===== src/rtl/eic_pkg.sv =====
`timescale 1ns/1ps
package eic_pkg;
  localparam int REG_W  = 32;
  localparam int ADDR_W = 5;

  typedef enum logic [ADDR_W-1:0] {
    OFS_IRQ_EN = 5'h00,
    OFS_EVT_EN = 5'h04,
    OFS_RISE   = 5'h08,
    OFS_FALL   = 5'h0C,
    OFS_SOFT   = 5'h10,
    OFS_PEND   = 5'h14
  } reg_ofs_e;
endpackage


===== src/rtl/eic_edge_detect.sv =====
`timescale 1ns/1ps
module eic_edge_detect #(
  parameter int NUM_LINES = 16
) (
  input  logic                 clk,
  input  logic                 rst_n,
  input  logic [NUM_LINES-1:0] pins_i,
  input  logic [NUM_LINES-1:0] rise_sel_i,
  input  logic [NUM_LINES-1:0] fall_sel_i,
  output logic [NUM_LINES-1:0] hit_o
);
  logic [NUM_LINES-1:0] rise_w, fall_w;

  for (genvar g = 0; g < NUM_LINES; g++) begin : g_line
    logic meta_q, sync_q, prev_q;
    always_ff @(posedge clk or negedge rst_n) begin
      if (!rst_n) begin
        meta_q <= 1'b0;
        sync_q <= 1'b0;
        prev_q <= 1'b0;
      end else begin
        meta_q <= pins_i[g];
        sync_q <= meta_q;
        prev_q <= sync_q;
      end
    end
    assign rise_w[g] = sync_q & ~prev_q;
    assign fall_w[g] = ~sync_q & prev_q;
  end

  assign hit_o = (rise_w & rise_sel_i) | (fall_w & fall_sel_i);

  // an unarmed line never produces a hit
  a_r4_unarmed_quiet: assert property (@(posedge clk) disable iff (!rst_n)
    (hit_o & ~(rise_sel_i | fall_sel_i)) == '0);
endmodule


===== src/rtl/eic_pending.sv =====
`timescale 1ns/1ps
module eic_pending #(
  parameter int NUM_LINES = 16
) (
  input  logic                 clk,
  input  logic                 rst_n,
  input  logic [NUM_LINES-1:0] set_i,
  input  logic [NUM_LINES-1:0] clr_i,
  output logic [NUM_LINES-1:0] pend_o
);
  logic [NUM_LINES-1:0] pend_q;

  always_ff @(posedge clk or negedge rst_n) begin
    if (!rst_n) pend_q <= '0;
    else        pend_q <= (pend_q & ~clr_i) | set_i;
  end

  assign pend_o = pend_q;

  a_r7_clear_one: assert property (@(posedge clk) disable iff (!rst_n)
    (clr_i & ~set_i) != '0 |=> (pend_o & $past(clr_i & ~set_i)) == '0);

  a_r8_set_wins: assert property (@(posedge clk) disable iff (!rst_n)
    set_i != '0 |=> (pend_o & $past(set_i)) == $past(set_i));

  a_r7_hold_idle: assert property (@(posedge clk) disable iff (!rst_n)
    (set_i == '0 && clr_i == '0) |=> $stable(pend_o));
endmodule


===== src/rtl/ext_irq_ctrl.sv =====
`timescale 1ns/1ps
module ext_irq_ctrl
  import eic_pkg::*;
#(
  parameter int NUM_LINES = 16
) (
  input  logic                 clk,
  input  logic                 rst_n,
  input  logic [ADDR_W-1:0]    bus_addr,
  input  logic                 bus_we,
  input  logic [REG_W-1:0]     bus_wdata,
  output logic [REG_W-1:0]     bus_rdata,
  input  logic [NUM_LINES-1:0] ext_in,
  output logic                 irq_o,
  output logic [NUM_LINES-1:0] evt_o
);
  localparam logic [REG_W:0]   MASK_WIDE = (33'd1 << NUM_LINES) - 33'd1;
  localparam logic [REG_W-1:0] LINE_MASK = MASK_WIDE[REG_W-1:0];

  logic [NUM_LINES-1:0] irq_en_q, evt_en_q, rise_q, fall_q, soft_q, evt_q;
  logic [NUM_LINES-1:0] hit, pend, wdat, soft_set, pend_clr;
  logic [NUM_LINES-1:0] rd_n;
  logic unused_wdata;

  assign wdat         = bus_wdata[NUM_LINES-1:0];
  assign unused_wdata = ^(bus_wdata & ~LINE_MASK);
  assign soft_set     = (bus_we && bus_addr == OFS_SOFT) ? wdat : '0;
  assign pend_clr     = (bus_we && bus_addr == OFS_PEND) ? wdat : '0;

  always_ff @(posedge clk or negedge rst_n) begin
    if (!rst_n) begin
      irq_en_q <= '0;
      evt_en_q <= '0;
      rise_q   <= '0;
      fall_q   <= '0;
    end else if (bus_we) begin
      case (bus_addr)
        OFS_IRQ_EN: irq_en_q <= wdat;
        OFS_EVT_EN: evt_en_q <= wdat;
        OFS_RISE:   rise_q   <= wdat;
        OFS_FALL:   fall_q   <= wdat;
        default: ;
      endcase
    end
  end

  always_ff @(posedge clk or negedge rst_n) begin
    if (!rst_n) begin
      soft_q <= '0;
      evt_q  <= '0;
    end else begin
      soft_q <= soft_set | (soft_q & ~pend_clr);
      evt_q  <= hit & evt_en_q;
    end
  end

  eic_edge_detect #(.NUM_LINES(NUM_LINES)) u_edge (
    .clk(clk), .rst_n(rst_n), .pins_i(ext_in),
    .rise_sel_i(rise_q), .fall_sel_i(fall_q), .hit_o(hit)
  );

  eic_pending #(.NUM_LINES(NUM_LINES)) u_pend (
    .clk(clk), .rst_n(rst_n), .set_i(hit | soft_set),
    .clr_i(pend_clr), .pend_o(pend)
  );

  assign irq_o = |(pend & irq_en_q);
  assign evt_o = evt_q;

  always_comb begin
    rd_n = '0;
    case (bus_addr)
      OFS_IRQ_EN: rd_n = irq_en_q;
      OFS_EVT_EN: rd_n = evt_en_q;
      OFS_RISE:   rd_n = rise_q;
      OFS_FALL:   rd_n = fall_q;
      OFS_SOFT:   rd_n = soft_q;
      OFS_PEND:   rd_n = pend;
      default:    rd_n = '0;
    endcase
    bus_rdata = '0;
    bus_rdata[NUM_LINES-1:0] = rd_n;
  end

  // event pulses only on lines whose event enable was set
  a_r10_evt_enabled: assert property (@(posedge clk) disable iff (!rst_n)
    1'b1 |=> (evt_o & ~$past(evt_en_q)) == '0);

  // a software trigger write leaves the line pending next cycle
  a_r11_soft_pends: assert property (@(posedge clk) disable iff (!rst_n)
    soft_set != '0 |=> (pend & $past(soft_set)) == $past(soft_set));
endmodule


===== config.mk =====
export PLATFORM = sky130hd
export DESIGN_NAME = ext_irq_ctrl
export DESIGN_NICKNAME = d
export VERILOG_FILES = /design/src/rtl/eic_pkg.sv /design/src/rtl/eic_edge_detect.sv /design/src/rtl/eic_pending.sv /design/src/rtl/ext_irq_ctrl.sv
export SDC_FILE = /design/constraint.sdc
export NUM_CORES = 1
export LEC_CHECK = 0
export ABC_CLOCK_PERIOD_IN_PS = 1600
export BUFFER_PORTS_ARGS = -buffer_cell sky130_fd_sc_hd__buf_4
export CAP_MARGIN = 20
export CORE_MARGIN = 2
export CORE_UTILIZATION = 49
export CTS_BUF_LIST = sky130_fd_sc_hd__clkbuf_16
export DETAILED_ROUTE_END_ITERATION = 8
export PLACE_DENSITY_LB_ADDON = 0.12
export SKIP_LAST_GASP = 1
export SLEW_MARGIN = 30
export SYNTH_ARGS = -nofsm -noshare
export SYNTH_HDL_FRONTEND = slang
export SYNTH_HIERARCHICAL = 1
export SYNTH_SLANG_ARGS = --single-unit

===== constraint.sdc =====
create_clock -name clk -period 1.6 [get_ports clk]
set_input_delay 0.08 -clock clk [delete_from_list [all_inputs] [get_ports clk]]
set_output_delay 0.08 -clock clk [all_outputs]
set_load 0.05 [all_outputs]

==> results.py <==
metrics = {
    "outcome": {
        "status": "finished, violations left",
        "violations": "negative setup slack",
    },
    "job": {
        "drv_cap": 0,
    },
    "logic_synthesis": {
        "synth_most_common_cell": "dfrtp_1",
        "synth.area.top_cells": "dfrtp_1 58%, mux2_2 11%, mux2i_1 4.2%",
        "synth_top_area_share_pct": 58.17,
        "synth_edf_count": 0,
        "synth_flop_cell": "dfrtp_1",
        "yosysTopAreaCell": "dfrtp_1",
        "syn_area_um2": 6883,
        "ys_async_sr_fraction_pct": 100.0,
        "ys_types": 37,
        "synth-seq-cells": 160,
        "ys_seq_area_share_pct": 58.17,
        "ys_warn_count": 6,
        "netlist_top_cells_count": "160 x dfrtp_1, 67 x mux2_2, 34 x nand2_1",
        "postSynthAreaPerCell_um2": 12.91,
        "synthCells": 533,
    },
    "clock_tree": {
        "cts_buffer_depth": 2,
        "numCtsBuffers": 17,
        "tritoncts": "yes",
        "path_clk_slew_ps": 60,
        "htree_levels": 4,
        "clock-sinks": 160,
        "clkLatencyLatePin_ps": 420,
        "cts_root_buf": "clkbuf_16",
    },
    "sta": {
        "slew_viol_final": 0,
        "clock_skew_ps": 7.256,
        "rsz0062_at_grt": "yes",
        "fin_crit_ps": 1817,
        "max_clock_freq_mhz": 550.3,
        "hold_violations": 0,
        "whs_ps": 156.3,
        "fin_crit_sh_pct": 113.6,
        "finalSetupViolations": 1,
        "finalWorstSetupSlack_ps": -217.1,
    },
    "grt": {
        "grt_pass1_wl_um": 25020,
        "grt_start_max_net_pins": 51,
        "track_usage_pct": 22.15,
        "grt_pass1_vias": 4789,
        "antenna_found_initial": 0,
        "grt-ovfl-total": 0,
    },
    "critical_path": {
        "crit_family": "compound AO/OA/AOI/OAI gates",
        "worstSetupPathType": "reg2out",
        "critPathArrivalTime_ps": 1740,
        "slowest_stage": "dfrtp_1",
        "worstRegToRegCells": 5,
        "path_buf_inv": 1,
        "cp.depth": 4,
        "max_stage_delay_ps": 430,
        "crit_required_ps": 1520,
        "path_cells": "a22o_1 -> a221oi_2 -> nand4_1 -> buf_6",
        "end_kind": "primary output",
        "crit_fanout": 3,
        "crit_path_start_kind": "flip-flop",
    },
    "route": {
        "wl_met2_um": 7611,
        "met1_length_um": 7048,
        "drt_wl_total_um": 15550,
        "vias": 4654,
        "dr.pass1.iters": 4,
        "top_layer": "met4",
        "drcViolationCount": 0,
        "via_per_inst": 5.362,
        "wl_met3_um": 708,
        "ant_nets": 0,
        "drt_iter0_drc": 276,
        "routedWlPerCell_um": 17.91,
    },
    "floorplanning": {
        "dieArea_um2": 15010,
        "ios": 105,
        "die_w_um": 122.5,
        "start_util_pct": 49.78,
        "core_um2": 13830,
        "fp-row-count": 43,
        "die_y_um": 122.5,
    },
    "power_and_ir_drop": {
        "power.density_nw_per_um2": 1167,
        "p_leak_nw": 4.269,
        "peakVddDrop_mv": 1.044,
    },
    "finish": {
        "area_growth_pct": 30.01,
        "diodes": 0,
        "n_fill_cell": 1046,
        "finalNonFillerCells": 868,
        "nets": 731,
        "drive_gt1_share_pct": 38.23,
        "finish.utilization_pct": 64.72,
    },
    "placed_design": {
        "portBuffers": 72,
        "dp.final_hpwl_um": 10430,
        "place.gp.congestion": 0.8368,
        "placedCellCount": 797,
    },
    "hold_path": {
        "hold_path.class": "in2async",
    },
}
[power by group]
| part | switching (mW) | internal (mW) | leakage [nW] | total, mW |
|---|---|---|---|---|
| logic | 0.912 | 0.901 | 2.11 | 1.81 |
| clock network | 1.67 | 1.99 | 0.251 | 3.66 |
| registers | 0.396 | 4.58 | 1.91 | 4.97 |
[timing repair]
action                     4_1_cts  5_1_grt
hold buffers                    33        0
gates resized for setup         17       11
hold endpoints to repair       250        0
pin swaps                        4        6
buffers inserted                 6        1
setup endpoints to repair       13       13
[layer usage]
| metal | up-vias | GRT usage [%] |
|---|---|---|
| met5 | - | 0 |
| met4 | 0 | 6.753 |
| met3 | 14 | 5.204 |
| met2 | 119 | 35.56 |
| met1 | 2367 | 30.04 |
| li1 | 2154 | - |
[final timing paths]
| kind | startpoint | to | slack (ps) |
|---|---|---|---|
| worst min register to register | u_edge/g_line[0].meta_q$_DFF_PN0_ | u_edge/g_line[0].sync_q$_DFF_PN0_ | 350 |
| worst max-delay path | irq_en_q[7]$_DFFE_PN0P_ | irq_o | -220 |
| max in group asynchronous | rst_n | soft_q[12]$_DFF_PN0_ | 800 |
| min in group clk | bus_we | irq_en_q[14]$_DFFE_PN0P_ | 260 |
| worst max register to register | fall_q[5]$_DFFE_PN0P_ | u_pend/pend_o[5]$_DFF_PN0_ | 510 |
| worst min-delay path | rst_n | u_edge/g_line[2].meta_q$_DFF_PN0_ | 160 |
[placed cells by master, fill, tap and decap left out, types with 4 or more instances in the layout]
cell,Yosys,final
o21ai_2,16,16
inv_1,32,32
dfrtp_1,160,160
clkbuf_16,0,17
nand3b_1,16,16
clkinv_4,0,5
buf_12,0,4
o221ai_2,0,9
a22o_1,4,4
and2_1,16,16
a21o_1,32,32
buf_6,2,15
dlygate4sd3_1,0,33
mux2_2,67,67
conb_1,1,16
buf_4,16,94
mux2_4,10,10
mux2i_1,29,28
and3_1,17,17
nand2_1,34,32
clkinvlp_4,0,5
o2bb2ai_1,16,16
[per-stage QoR]
| step | total power [mW] | cell area (µm²) | TNS (ps) | setup WS (ps) |
|---|---|---|---|---|
| floorplan | 6.101 | 7046 | -3736 | -223.0 |
| global placement | 6.627 | 7910 | -5347 | -146.2 |
| detailed placement | 6.680 | 7910 | -6134 | -166.1 |
| CTS | 10.53 | 8906 | -256.0 | -247.0 |
| global route | 10.94 | 8949 | -445.7 | -274.1 |
| finish | 10.45 | 8949 | -217.1 | -217.1 |
[worst reg2reg max path, delay by kind of cell (launching register included)]
family	cells	cell delay (ps)
AO/OA/AOI/OAI	3	360
buffers and inverters	1	140
flip-flops	1	380
AND/OR/NAND/NOR	1	90
[kinds of logic after synthesis]
family	Yosys count	synth area share (%)
flops	160	58.17
compound gates	97	11.43
simple gates	98	7.981
mux	106	17.36
buf+inv	71	4.999
other cells	1	0.05448
[area by class of cell]
type	count	area, µm²	area share (%)
tap	180	225.2	2.517
clock inverter	15	115.1	1.286
sequential	160	4004	44.74
inverter	32	120.1	1.342
clock buffer	17	425.4	4.754
timing repair buffer	147	1300	14.53
multi-input combinational	317	2759	30.83
[registers in the layout (all words and copies together) (netlist names)]
name and flops:
u_pend/pend_o 16, evt_en_q 16, u_edge/g_line.meta_q 16, irq_en_q 16, evt_o 16, rise_q 16, soft_q 16, u_edge/g_line.prev_q 16
u_edge/g_line.sync_q 16, fall_q 16
(Power assumes the default switching activity.)
